$ cat src/rtl/bw_pkg.sv
package bw_pkg;

    typedef enum logic [7:0] {
        ST_ERR    = 8'h00,
        ST_START  = 8'h08,
        ST_RSTART = 8'h10,
        ST_ACK    = 8'h28,
        ST_NACK   = 8'h30,
        ST_STOP   = 8'hA0,
        ST_IDLE   = 8'hF8
    } bus_code_e;

    // Line events seen after synchronization, one cycle wide.
    typedef struct packed {
        logic start;
        logic stop;
        logic scl_rise;
        logic scl_fall;
        logic sda;
    } line_ev_t;

    // Control byte; field order gives the bit position (MSB first).
    typedef struct packed {
        logic       irq_en;    // bit 7
        logic       enable;    // bit 6
        logic       start_req; // bit 5
        logic       stop_req;  // bit 4
        logic       flag;      // bit 3
        logic       ack_en;    // bit 2
        logic [1:0] rsv;       // bits 1:0
    } ctrl_t;

    function automatic logic code_raises_flag(bus_code_e c);
        return c != ST_IDLE;
    endfunction

endpackage

$ cat src/rtl/bw_line_sync.sv
module bw_line_sync
    import bw_pkg::*;
#(
    parameter int STAGES = 2
) (
    input  logic     clk,
    input  logic     rst,
    input  logic     scl_in,
    input  logic     sda_in,
    output line_ev_t ev
);

    logic [STAGES-1:0] scl_pipe;
    logic [STAGES-1:0] sda_pipe;
    logic              scl_prev;
    logic              sda_prev;
    logic              scl_now;
    logic              sda_now;

    for (genvar g = 0; g < STAGES; g++) begin : g_stage
        if (g == 0) begin : g_first
            always_ff @(posedge clk) begin
                if (rst) begin
                    scl_pipe[g] <= 1'b1;
                    sda_pipe[g] <= 1'b1;
                end else begin
                    scl_pipe[g] <= scl_in;
                    sda_pipe[g] <= sda_in;
                end
            end
        end else begin : g_next
            always_ff @(posedge clk) begin
                if (rst) begin
                    scl_pipe[g] <= 1'b1;
                    sda_pipe[g] <= 1'b1;
                end else begin
                    scl_pipe[g] <= scl_pipe[g-1];
                    sda_pipe[g] <= sda_pipe[g-1];
                end
            end
        end
    end

    assign scl_now = scl_pipe[STAGES-1];
    assign sda_now = sda_pipe[STAGES-1];

    always_ff @(posedge clk) begin
        if (rst) begin
            scl_prev <= 1'b1;
            sda_prev <= 1'b1;
        end else begin
            scl_prev <= scl_now;
            sda_prev <= sda_now;
        end
    end

    always_comb begin
        ev.sda      = sda_now;
        ev.start    = sda_prev & ~sda_now & scl_now;
        ev.stop     = ~sda_prev & sda_now & scl_now;
        ev.scl_rise = scl_now & ~scl_prev;
        ev.scl_fall = ~scl_now & scl_prev;
    end

endmodule

$ cat src/rtl/bw_frame_track.sv
module bw_frame_track
    import bw_pkg::*;
#(
    parameter int   FRAME_BITS = 9,
    localparam int  POS_W      = $clog2(FRAME_BITS)
) (
    input  logic             clk,
    input  logic             rst,
    input  logic             en,
    input  line_ev_t         ev,
    output logic             post_vld,
    output bus_code_e        post_code,
    output logic [POS_W-1:0] bit_pos
);

    localparam logic [POS_W-1:0] LAST_POS = POS_W'(FRAME_BITS - 1);

    logic busy;     // a START has been seen and no STOP since
    logic hi_seen;  // SCL rose inside the current bit
    logic ack_bit;  // SDA sampled on the last bit's rising edge

    logic boundary;
    logic frame_end;

    assign boundary  = (bit_pos == '0);
    assign frame_end = busy && ev.scl_fall && hi_seen && (bit_pos == LAST_POS);

    always_ff @(posedge clk) begin
        if (rst || !en) begin
            bit_pos <= '0;
            busy    <= 1'b0;
            hi_seen <= 1'b0;
            ack_bit <= 1'b1;
        end else if (ev.start) begin
            busy    <= 1'b1;
            bit_pos <= '0;
            hi_seen <= 1'b0;
        end else if (ev.stop) begin
            busy    <= 1'b0;
            bit_pos <= '0;
            hi_seen <= 1'b0;
        end else if (busy) begin
            if (ev.scl_rise) begin
                hi_seen <= 1'b1;
                if (bit_pos == LAST_POS) begin
                    ack_bit <= ev.sda;
                end
            end
            if (ev.scl_fall && hi_seen) begin
                hi_seen <= 1'b0;
                bit_pos <= (bit_pos == LAST_POS) ? '0 : bit_pos + 1'b1;
            end
        end
    end

    always_comb begin
        post_vld  = 1'b0;
        post_code = ST_IDLE;
        if (en) begin
            if (ev.start) begin
                post_vld  = 1'b1;
                post_code = !boundary ? ST_ERR : (busy ? ST_RSTART : ST_START);
            end else if (ev.stop) begin
                post_vld  = 1'b1;
                post_code = !boundary ? ST_ERR : ST_STOP;
            end else if (frame_end) begin
                post_vld  = 1'b1;
                post_code = ack_bit ? ST_NACK : ST_ACK;
            end
        end
    end

    // the bit position never runs past the last bit of a frame
    a_r3_pos_bound: assert property (@(posedge clk) disable iff (rst)
        bit_pos <= LAST_POS);

    // a disabled monitor holds the frame position at zero
    a_r10_pos_cleared: assert property (@(posedge clk) disable iff (rst)
        !en |=> bit_pos == '0);

endmodule

$ cat src/rtl/bw_ctrl_regs.sv
module bw_ctrl_regs
    import bw_pkg::*;
(
    input  logic      clk,
    input  logic      rst,
    input  logic      wr,
    input  logic [7:0] wdata,
    input  logic      post_vld,
    input  bus_code_e post_code,
    input  logic      stop_seen,
    output ctrl_t     ctrl,
    output logic [7:0] status,
    output logic      irq
);

    ctrl_t wv;
    logic  unused_rsv;

    assign wv         = ctrl_t'(wdata);
    assign unused_rsv = ^wv.rsv;

    always_ff @(posedge clk) begin
        if (rst) begin
            ctrl   <= '0;
            status <= ST_IDLE;
        end else begin
            if (!ctrl.enable) begin
                status <= ST_IDLE;
            end else if (post_vld) begin
                status <= post_code;
            end

            // a new post outranks a clearing write
            if (post_vld && code_raises_flag(post_code)) begin
                ctrl.flag <= 1'b1;
            end else if (wr && wv.flag) begin
                ctrl.flag <= 1'b0;
            end

            // software write outranks the hardware clear
            if (wr) begin
                ctrl.stop_req <= wv.stop_req;
            end else if (stop_seen) begin
                ctrl.stop_req <= 1'b0;
            end

            if (wr) begin
                ctrl.irq_en    <= wv.irq_en;
                ctrl.enable    <= wv.enable;
                ctrl.start_req <= wv.start_req;
                ctrl.ack_en    <= wv.ack_en;
            end
            ctrl.rsv <= 2'b00;
        end
    end

    assign irq = ctrl.flag & ctrl.irq_en;

    // the flag survives every cycle without a clearing write
    a_r5_flag_sticky: assert property (@(posedge clk) disable iff (rst)
        ctrl.flag && !(wr && wdata[3]) |=> ctrl.flag);

    // post and clear together leave the flag set
    a_r7_post_wins: assert property (@(posedge clk) disable iff (rst)
        post_vld && code_raises_flag(post_code) && wr && wdata[3] |=> ctrl.flag);

    // disabled means the idle code one cycle later
    a_r10_idle_code: assert property (@(posedge clk) disable iff (rst)
        !ctrl.enable |=> status == ST_IDLE);

endmodule

$ cat src/rtl/bw_bus_watch.sv
module bw_bus_watch
    import bw_pkg::*;
#(
    parameter int SYNC_STAGES = 2,
    parameter int FRAME_BITS  = 9
) (
    input  logic       clk,
    input  logic       rst,
    input  logic       scl_in,
    input  logic       sda_in,
    input  logic       ctrl_wr,
    input  logic [7:0] ctrl_wdata,
    output logic [7:0] ctrl_rdata,
    output logic [7:0] status,
    output logic       irq
);

    localparam int POS_W = $clog2(FRAME_BITS);

    line_ev_t         ev;
    logic             post_vld;
    bus_code_e        post_code;
    logic [POS_W-1:0] bit_pos;
    ctrl_t            ctrl;

    bw_line_sync #(
        .STAGES (SYNC_STAGES)
    ) i_sync (
        .clk    (clk),
        .rst    (rst),
        .scl_in (scl_in),
        .sda_in (sda_in),
        .ev     (ev)
    );

    bw_frame_track #(
        .FRAME_BITS (FRAME_BITS)
    ) i_track (
        .clk       (clk),
        .rst       (rst),
        .en        (ctrl.enable),
        .ev        (ev),
        .post_vld  (post_vld),
        .post_code (post_code),
        .bit_pos   (bit_pos)
    );

    bw_ctrl_regs i_regs (
        .clk       (clk),
        .rst       (rst),
        .wr        (ctrl_wr),
        .wdata     (ctrl_wdata),
        .post_vld  (post_vld),
        .post_code (post_code),
        .stop_seen (ev.stop & ctrl.enable),
        .ctrl      (ctrl),
        .status    (status),
        .irq       (irq)
    );

    assign ctrl_rdata = ctrl;

    // a condition inside a frame is reported as a bus error
    a_r4_midframe_error: assert property (@(posedge clk) disable iff (rst)
        (ev.start || ev.stop) && ctrl.enable && bit_pos != '0 |=> status == ST_ERR);

    // an observed STOP drops the request when no write competes
    a_r9_stop_req_drop: assert property (@(posedge clk) disable iff (rst)
        ev.stop && ctrl.enable && !ctrl_wr |=> !ctrl_rdata[4]);

endmodule

$ cat config.mk
export PLATFORM = sky130hd
export DESIGN_NAME = bw_bus_watch
export DESIGN_NICKNAME = d
export VERILOG_FILES = /design/src/rtl/bw_pkg.sv /design/src/rtl/bw_line_sync.sv /design/src/rtl/bw_frame_track.sv /design/src/rtl/bw_ctrl_regs.sv /design/src/rtl/bw_bus_watch.sv
export SDC_FILE = /design/constraint.sdc
export NUM_CORES = 1
export LEC_CHECK = 0
export BUFFER_PORTS_ARGS = -buffer_cell sky130_fd_sc_hd__clkbuf_2
export CELL_PAD_IN_SITES_DETAIL_PLACEMENT = 1
export CELL_PAD_IN_SITES_GLOBAL_PLACEMENT = 1
export CORE_MARGIN = 2
export CORE_UTILIZATION = 36
export DETAILED_ROUTE_END_ITERATION = 8
export GPL_TIMING_DRIVEN = 1
export PLACE_DENSITY_LB_ADDON = 0.1
export SYNTH_ARGS = -nofsm -noshare
export SYNTH_HDL_FRONTEND = slang
export SYNTH_SLANG_ARGS = --single-unit
$ cat constraint.sdc
create_clock -name clk -period 3.1 [get_ports clk]
set_input_delay 0.62 -clock clk [delete_from_list [all_inputs] [get_ports clk]]
set_output_delay 0.62 -clock clk [all_outputs]
set_load 0.02 [all_outputs]
# Word-level counts from Yosys, hierarchy flattened
# Cells that the tools add are included.
# totals
regBits,27
in_bits,13
out_inout_bits,17
elab_cells,74
# classes
add_sub_neg,1
n_eq_ne,2
muxes,21
bitwise,15
reduce_logical,18
# ops
operator,n
8-bit 2-to-1 mux,6
1-bit 2-to-1 mux,12
5-bit 2-to-1 mux,2
1-bit AND,8
"8-bit != test, second input constant",1
2-bit nonzero test,4
1-bit NOT,7
1-bit logical AND,6
5-bit AND reduction,1
"4-bit by 1-bit adder with 4-bit output, second input constant",1
"4-bit == test, second input constant",1
4-bit zero test,1
4-bit 2-to-1 mux,1
2-bit AND reduction,2
3-bit OR reduction,1
2-bit OR reduction,1
1-bit zero test,1
1-bit logical OR,1

# Logic depth before layout (Yosys ltp)
# logic_depth
depth_word,12
ltp_mapped,7
mapped_depth_nobuf,6

# Cells and area by module
# From an unflattened synthesis, not the netlist that was laid out.
# unflattened
cells_unflattened,134
area_unflattened_um2,1233.7
# modules_own_cells
module,n_inst,cells_per_inst,area_per_inst_um2,seq_area_each_um2
bw_ctrl_regs,1,55,550.5,280.3
bw_frame_track,1,61,481.7,140.1
bw_line_sync,1,17,195.2,120.1
bw_bus_watch,1,1,6.3,0.0

# Worst setup path before layout
# OpenSTA, ideal clock, no wires.
# synth_path
kind,register -> register
from,register i_track.bit_pos[0]
to,register i_regs.status[3]
setup_ps,120
arrival_time_ps,1366
t_required_ps,2980
slack_ps,1615
path_stages_with_launch,7
n_path_buf,1
period_less_slack_ps,1485
path_cell_list,dfxtp_1 inv_1 ha_1 and3b_1 a22o_1 buf_6 o31a_1
# synth_between
elab_chain_cells,6
elab_cells_between_ends,12
classes_between,1 x eq/ne; 9 x mux; 2 x reduce/logical
# synth_rtl
element,line,source
start: declaration,bw_frame_track.sv:13,output logic [POS_W-1:0] bit_pos
start signal: assignment,bw_frame_track.sv:51,bit_pos <= (bit_pos == LAST_POS) ? '0 : bit_pos + 1'b1;
4-bit == test,bw_frame_track.sv:26,assign frame_end = busy && ev.scl_fall && hi_seen && (bit_pos == LAST_POS);
1-bit logical AND,bw_frame_track.sv:26,
8-bit 2-to-1 mux or 1-bit 2-to-1 mux (tied branches),bw_frame_track.sv:66,end else if (frame_end) begin
8-bit 2-to-1 mux or 1-bit 2-to-1 mux (tied branches),bw_frame_track.sv:63,end else if (ev.stop) begin
8-bit 2-to-1 mux or 1-bit 2-to-1 mux (tied branches),bw_frame_track.sv:60,if (ev.start) begin
8-bit 2-to-1 mux or 1-bit 2-to-1 mux (tied branches),bw_frame_track.sv:59,if (en) begin
end signal: assignment,bw_ctrl_regs.sv:30,status <= post_code;
end: declaration,bw_ctrl_regs.sv:12,"output logic [7:0] status,"
# Parallel ways exist; a longest one is shown, timed or not.
# A chain may end at the register's enable or synchronous reset.

# Worst setup path in the final report
# layout_path
from,register i_track.bit_pos[0]
to,register i_regs.status[4]
# The elaborated chain is that of the path after synthesis.

==> results by group <==
Logic synthesis
  – Synth warnings: 0
  – Synth top area share: 42.9%
  – Area of the mapped netlist: 0.00112 mm²
  – Portion of the post-synthesis area used by sequential elements: a little over two fifths
  – Cell type with the largest total area after synthesis: dfxtp_1
  – Most instantiated flip-flop cell in the synthesis netlist: dfxtp_1
  – Per-instance average area after synthesis: between 8 and 9 µm²
  – Biggest area contributors in the synthesized netlist: dfxtp_1 (43%), a21oi_1 (4.0%), buf_4 (4.0%)
  – Top post-synthesis cells by count: dfxtp_1 (24), nor2_1 (10), a21oi_1 (9), nand2_1 (9), inv_1 (7)
  – Number of synthesized register bits: 24
  – Cell with the most instances after synthesis: dfxtp_1
  – Async SR Flop Fraction: 0%
  – EDFF count, synth: 0
  – Post-synthesis cell count: 125
  – Number of distinct library cells after synthesis: 35

CTS
  – Number of buffers created by CTS: 3
  – Root buffer cell: clkbuf_4
  – H-tree depth: 1
  – Number of clock sinks seen by CTS: 24
  – Post-cts gate resize count: 0
  – Worst-case clock buffer depth: 2
  – Clock insertion delay at the later pin of the skew report: 0.31 ns
  – Clock edge transition at the registers on the reported setup and hold paths: ~0.12 ns
  – CTS tree: done
  – CTS Hold Buffers Added: 0
  – Number of buffers inserted by post-CTS setup repair: 0

Setup path
  – Element type at the critical path end: register
  – Slack of the worst reg-to-reg path: 1.41 ns
  – Crit path required time: 3.31 ns
  – CP arrival: 1.90 ns
  – Maximum fanout count along the critical path: 10
  – CP Class: reg -> reg
  – Endpoint of the most critical register-to-register path: i_regs.status[4]$_SDFFE_PP1P_
  – FF-to-FF Start: i_track.bit_pos[0]$_SDFFE_PP0P_
  – Logic depth of the worst register-to-register path: 5
  – Startpoint type of the worst setup path: register

Cells and area
  – Total of fill cells in the finished design: 378
  – Cell Count, Final, Fillers Out: about 170
  – Area delta synth->final: 9.15%
  – Share of cells above drive strength 1: between 20% and 30%
  – Final core utilization: 40.8%
  – Diode insertion count for antenna repair: 0
  – Fin nets: roughly 160

Timing
  – Clock skew: 0.00129 ns
  – Setup total negative slack: 0 ns
  – Crit share post-route: 54.4%
  – Max Freq: 593 MHz
  – Clock period minus final worst setup slack: 1.69 ns
  – RSZ-0062 raised after global routing: false
  – Count of endpoints failing setup in the final report: 0
  – Worst Setup Slack, final: 1.41 ns
  – Number of endpoints with negative hold slack in the final report: 0
  – Max-slew violations: 0

Floorplan
  – Cell Rows: 20
  – Num ports: 30
  – Starting density of the core: a little under two fifths
  – Die footprint: 0.00358 mm²
  – Y dimension of the die: 59.8 µm
  – Core region area: 0.00300 mm²
  – Horizontal die dimension: roughly 60 µm

Min path
  – Worst hold path stage count: 1
  – Hold worst-path end: i_sync.scl_now$_SDFF_PP1_
  – Hold path startpoint: i_sync.scl_pipe[0]$_SDFF_PP1_
  – Worst min-delay path class: reg -> reg

Routing
  – Remaining design rule violation count: 0
  – Post-DR wirelength/cell: 12.9 µm
  – Post-route antenna net violation count: 0
  – Number of violations reported at the end of detailed-routing iteration 0: 33
  – Via density: slightly above 5
  – Via count of the routed design: 903
  – Total iterations of the first detailed-routing run: 4
  – Total wire length: about 2.2 mm

Global route
  – Number of antenna violations at the first check in global routing: 0
  – Vias in the first global route: 879
  – Wire length of the first global-routing pass: between 3 and 4 mm
  – Largest net degree at the start of global routing: 16
  – Residual overflow from global routing: 0
  – GRT Resource Usage Total: 14.6%

Place
  – Count of buffers inserted at the top-level ports: 22
  – Pre-CTS setup slack: 1.31 ns
  – HPWL after detailed placement: 1.69 mm
  – Post-Place Cells: 171
  – RePlAce Congestion: 0.726

Power and ir drop
  – PwrDens: 416 mW/mm²
  – Leakage component of the power: 0.519 nW
  – Worst voltage drop across the vdd grid: ~0.19 mV

Run status
  – Result of the run: completed

Job
  – Max Cap Violations: 0
## worst max-delay path, stage by stage (launching register included)
cell	delay, ns
dfxtp_1	0.42
inv_1	0.06
ha_1	0.22
and3b_1	0.23
a22o_1	0.36
o31a_1	0.29
## worst max-delay path by stage
stage / start / depth (start not counted) / slack [ns] / end
final: i_track.bit_pos[0]$_SDFFE_PP0P_ / 5 / 1.41 / i_regs.status[4]$_SDFFE_PP1P_
after global routing: i_track.bit_pos[0]$_SDFFE_PP0P_ / 6 / 1.25 / i_regs.status[5]$_SDFFE_PP1P_
after CTS: i_track.bit_pos[0]$_SDFFE_PP0P_ / 6 / 1.38 / i_regs.ctrl[3]$_SDFFE_PP0P_
after detailed placement: rst / 5 / 1.31 / i_regs.status[3]$_SDFFE_PP1P_
after global placement: rst / 5 / 1.39 / i_regs.status[4]$_SDFFE_PP1P_
after floorplan: i_track.bit_pos[0]$_SDFFE_PP0P_ / 6 / 1.61 / i_regs.status[3]$_SDFFE_PP1P_
## metrics by stage
step | area [µm²] | power [mW] | hold WS [ns]
global route | 1220 | 0.544 | 0.450
detailed placement | 1200 | 0.383 | 0.397
CTS | 1220 | 0.519 | 0.428
global placement | 1200 | 0.381 | 0.391
finish | 1220 | 0.509 | 0.422
floorplan | 1140 | 0.375 | 0.389
## power breakdown
part           internal [mW]  switching [mW]
Combinational         0.0202          0.0302
Clock                 0.0454          0.0885
Sequential             0.316         0.00854
Total                  0.382           0.127
## cells in the final DEF (no fill, tap or decap), types with 2 or more instances in the layout
| master | n |
|---|---|
| nor2_1 | 10 |
| a21oi_1 | 9 |
| ha_1 | 2 |
| clkbuf_4 | 3 |
| o21ai_0 | 5 |
| nor3_1 | 3 |
| mux2i_1 | 4 |
| dfxtp_1 | 24 |
| nor2b_1 | 4 |
| nand2_1 | 9 |
| o31a_1 | 2 |
| clkbuf_2 | 22 |
| o211ai_2 | 2 |
| xor2_1 | 3 |
| nand2b_1 | 3 |
| nand4b_1 | 2 |
| inv_1 | 7 |
| or2_2 | 6 |
| a31oi_1 | 3 |
| conb_1 | 5 |
## metal layers
metal  part of all wire, %  vias up  global-route usage (%)  routed length, µm
met5                     0        -                       0                  0
met4                   1.8        0                    6.67                 41
met3                   5.2        5                    3.68                116
met2                    47       23                    24.7               1060
met1                    46      427                    17.4               1030
li1                      -      448                       -                  -
## flip-flops by register name (all words and copies together), names as in the netlist
signal           count
i_track.bit_pos      4
i_sync.scl_now       1
i_sync.sda_prev      1
i_track.ack_bit      1
i_regs.status        5
i_sync.scl_pipe      1
i_sync.scl_prev      1
i_regs.ctrl          6
i_sync.sda_now       1
i_track.hi_seen      1
i_track.busy         1
i_sync.sda_pipe      1
## logic make-up after synthesis
| family | synth area share, % |
|---|---|
| DFF | 42.9 |
| buffers and inverters | 10.0 |
| AOI/OAI and AO/OA | 16.9 |
| other | 0.335 |
| muxes | 3.57 |
| adders and majority gates | 2.23 |
| xor gates and xnor gates | 2.34 |
| and+or+nand+nor | 21.8 |
## cell type report
class	instances	area [µm²]	area share, %
Sequential cell	24	480	39.3
Clock buffer	3	22.5	1.84
Timing Repair Buffer	22	110	9.00
Tap cell	33	41.3	3.37
Inverter	7	26.3	2.15
Multi-Input combinational cell	85	543	44.4
Power figures use the tool's default switching activity.
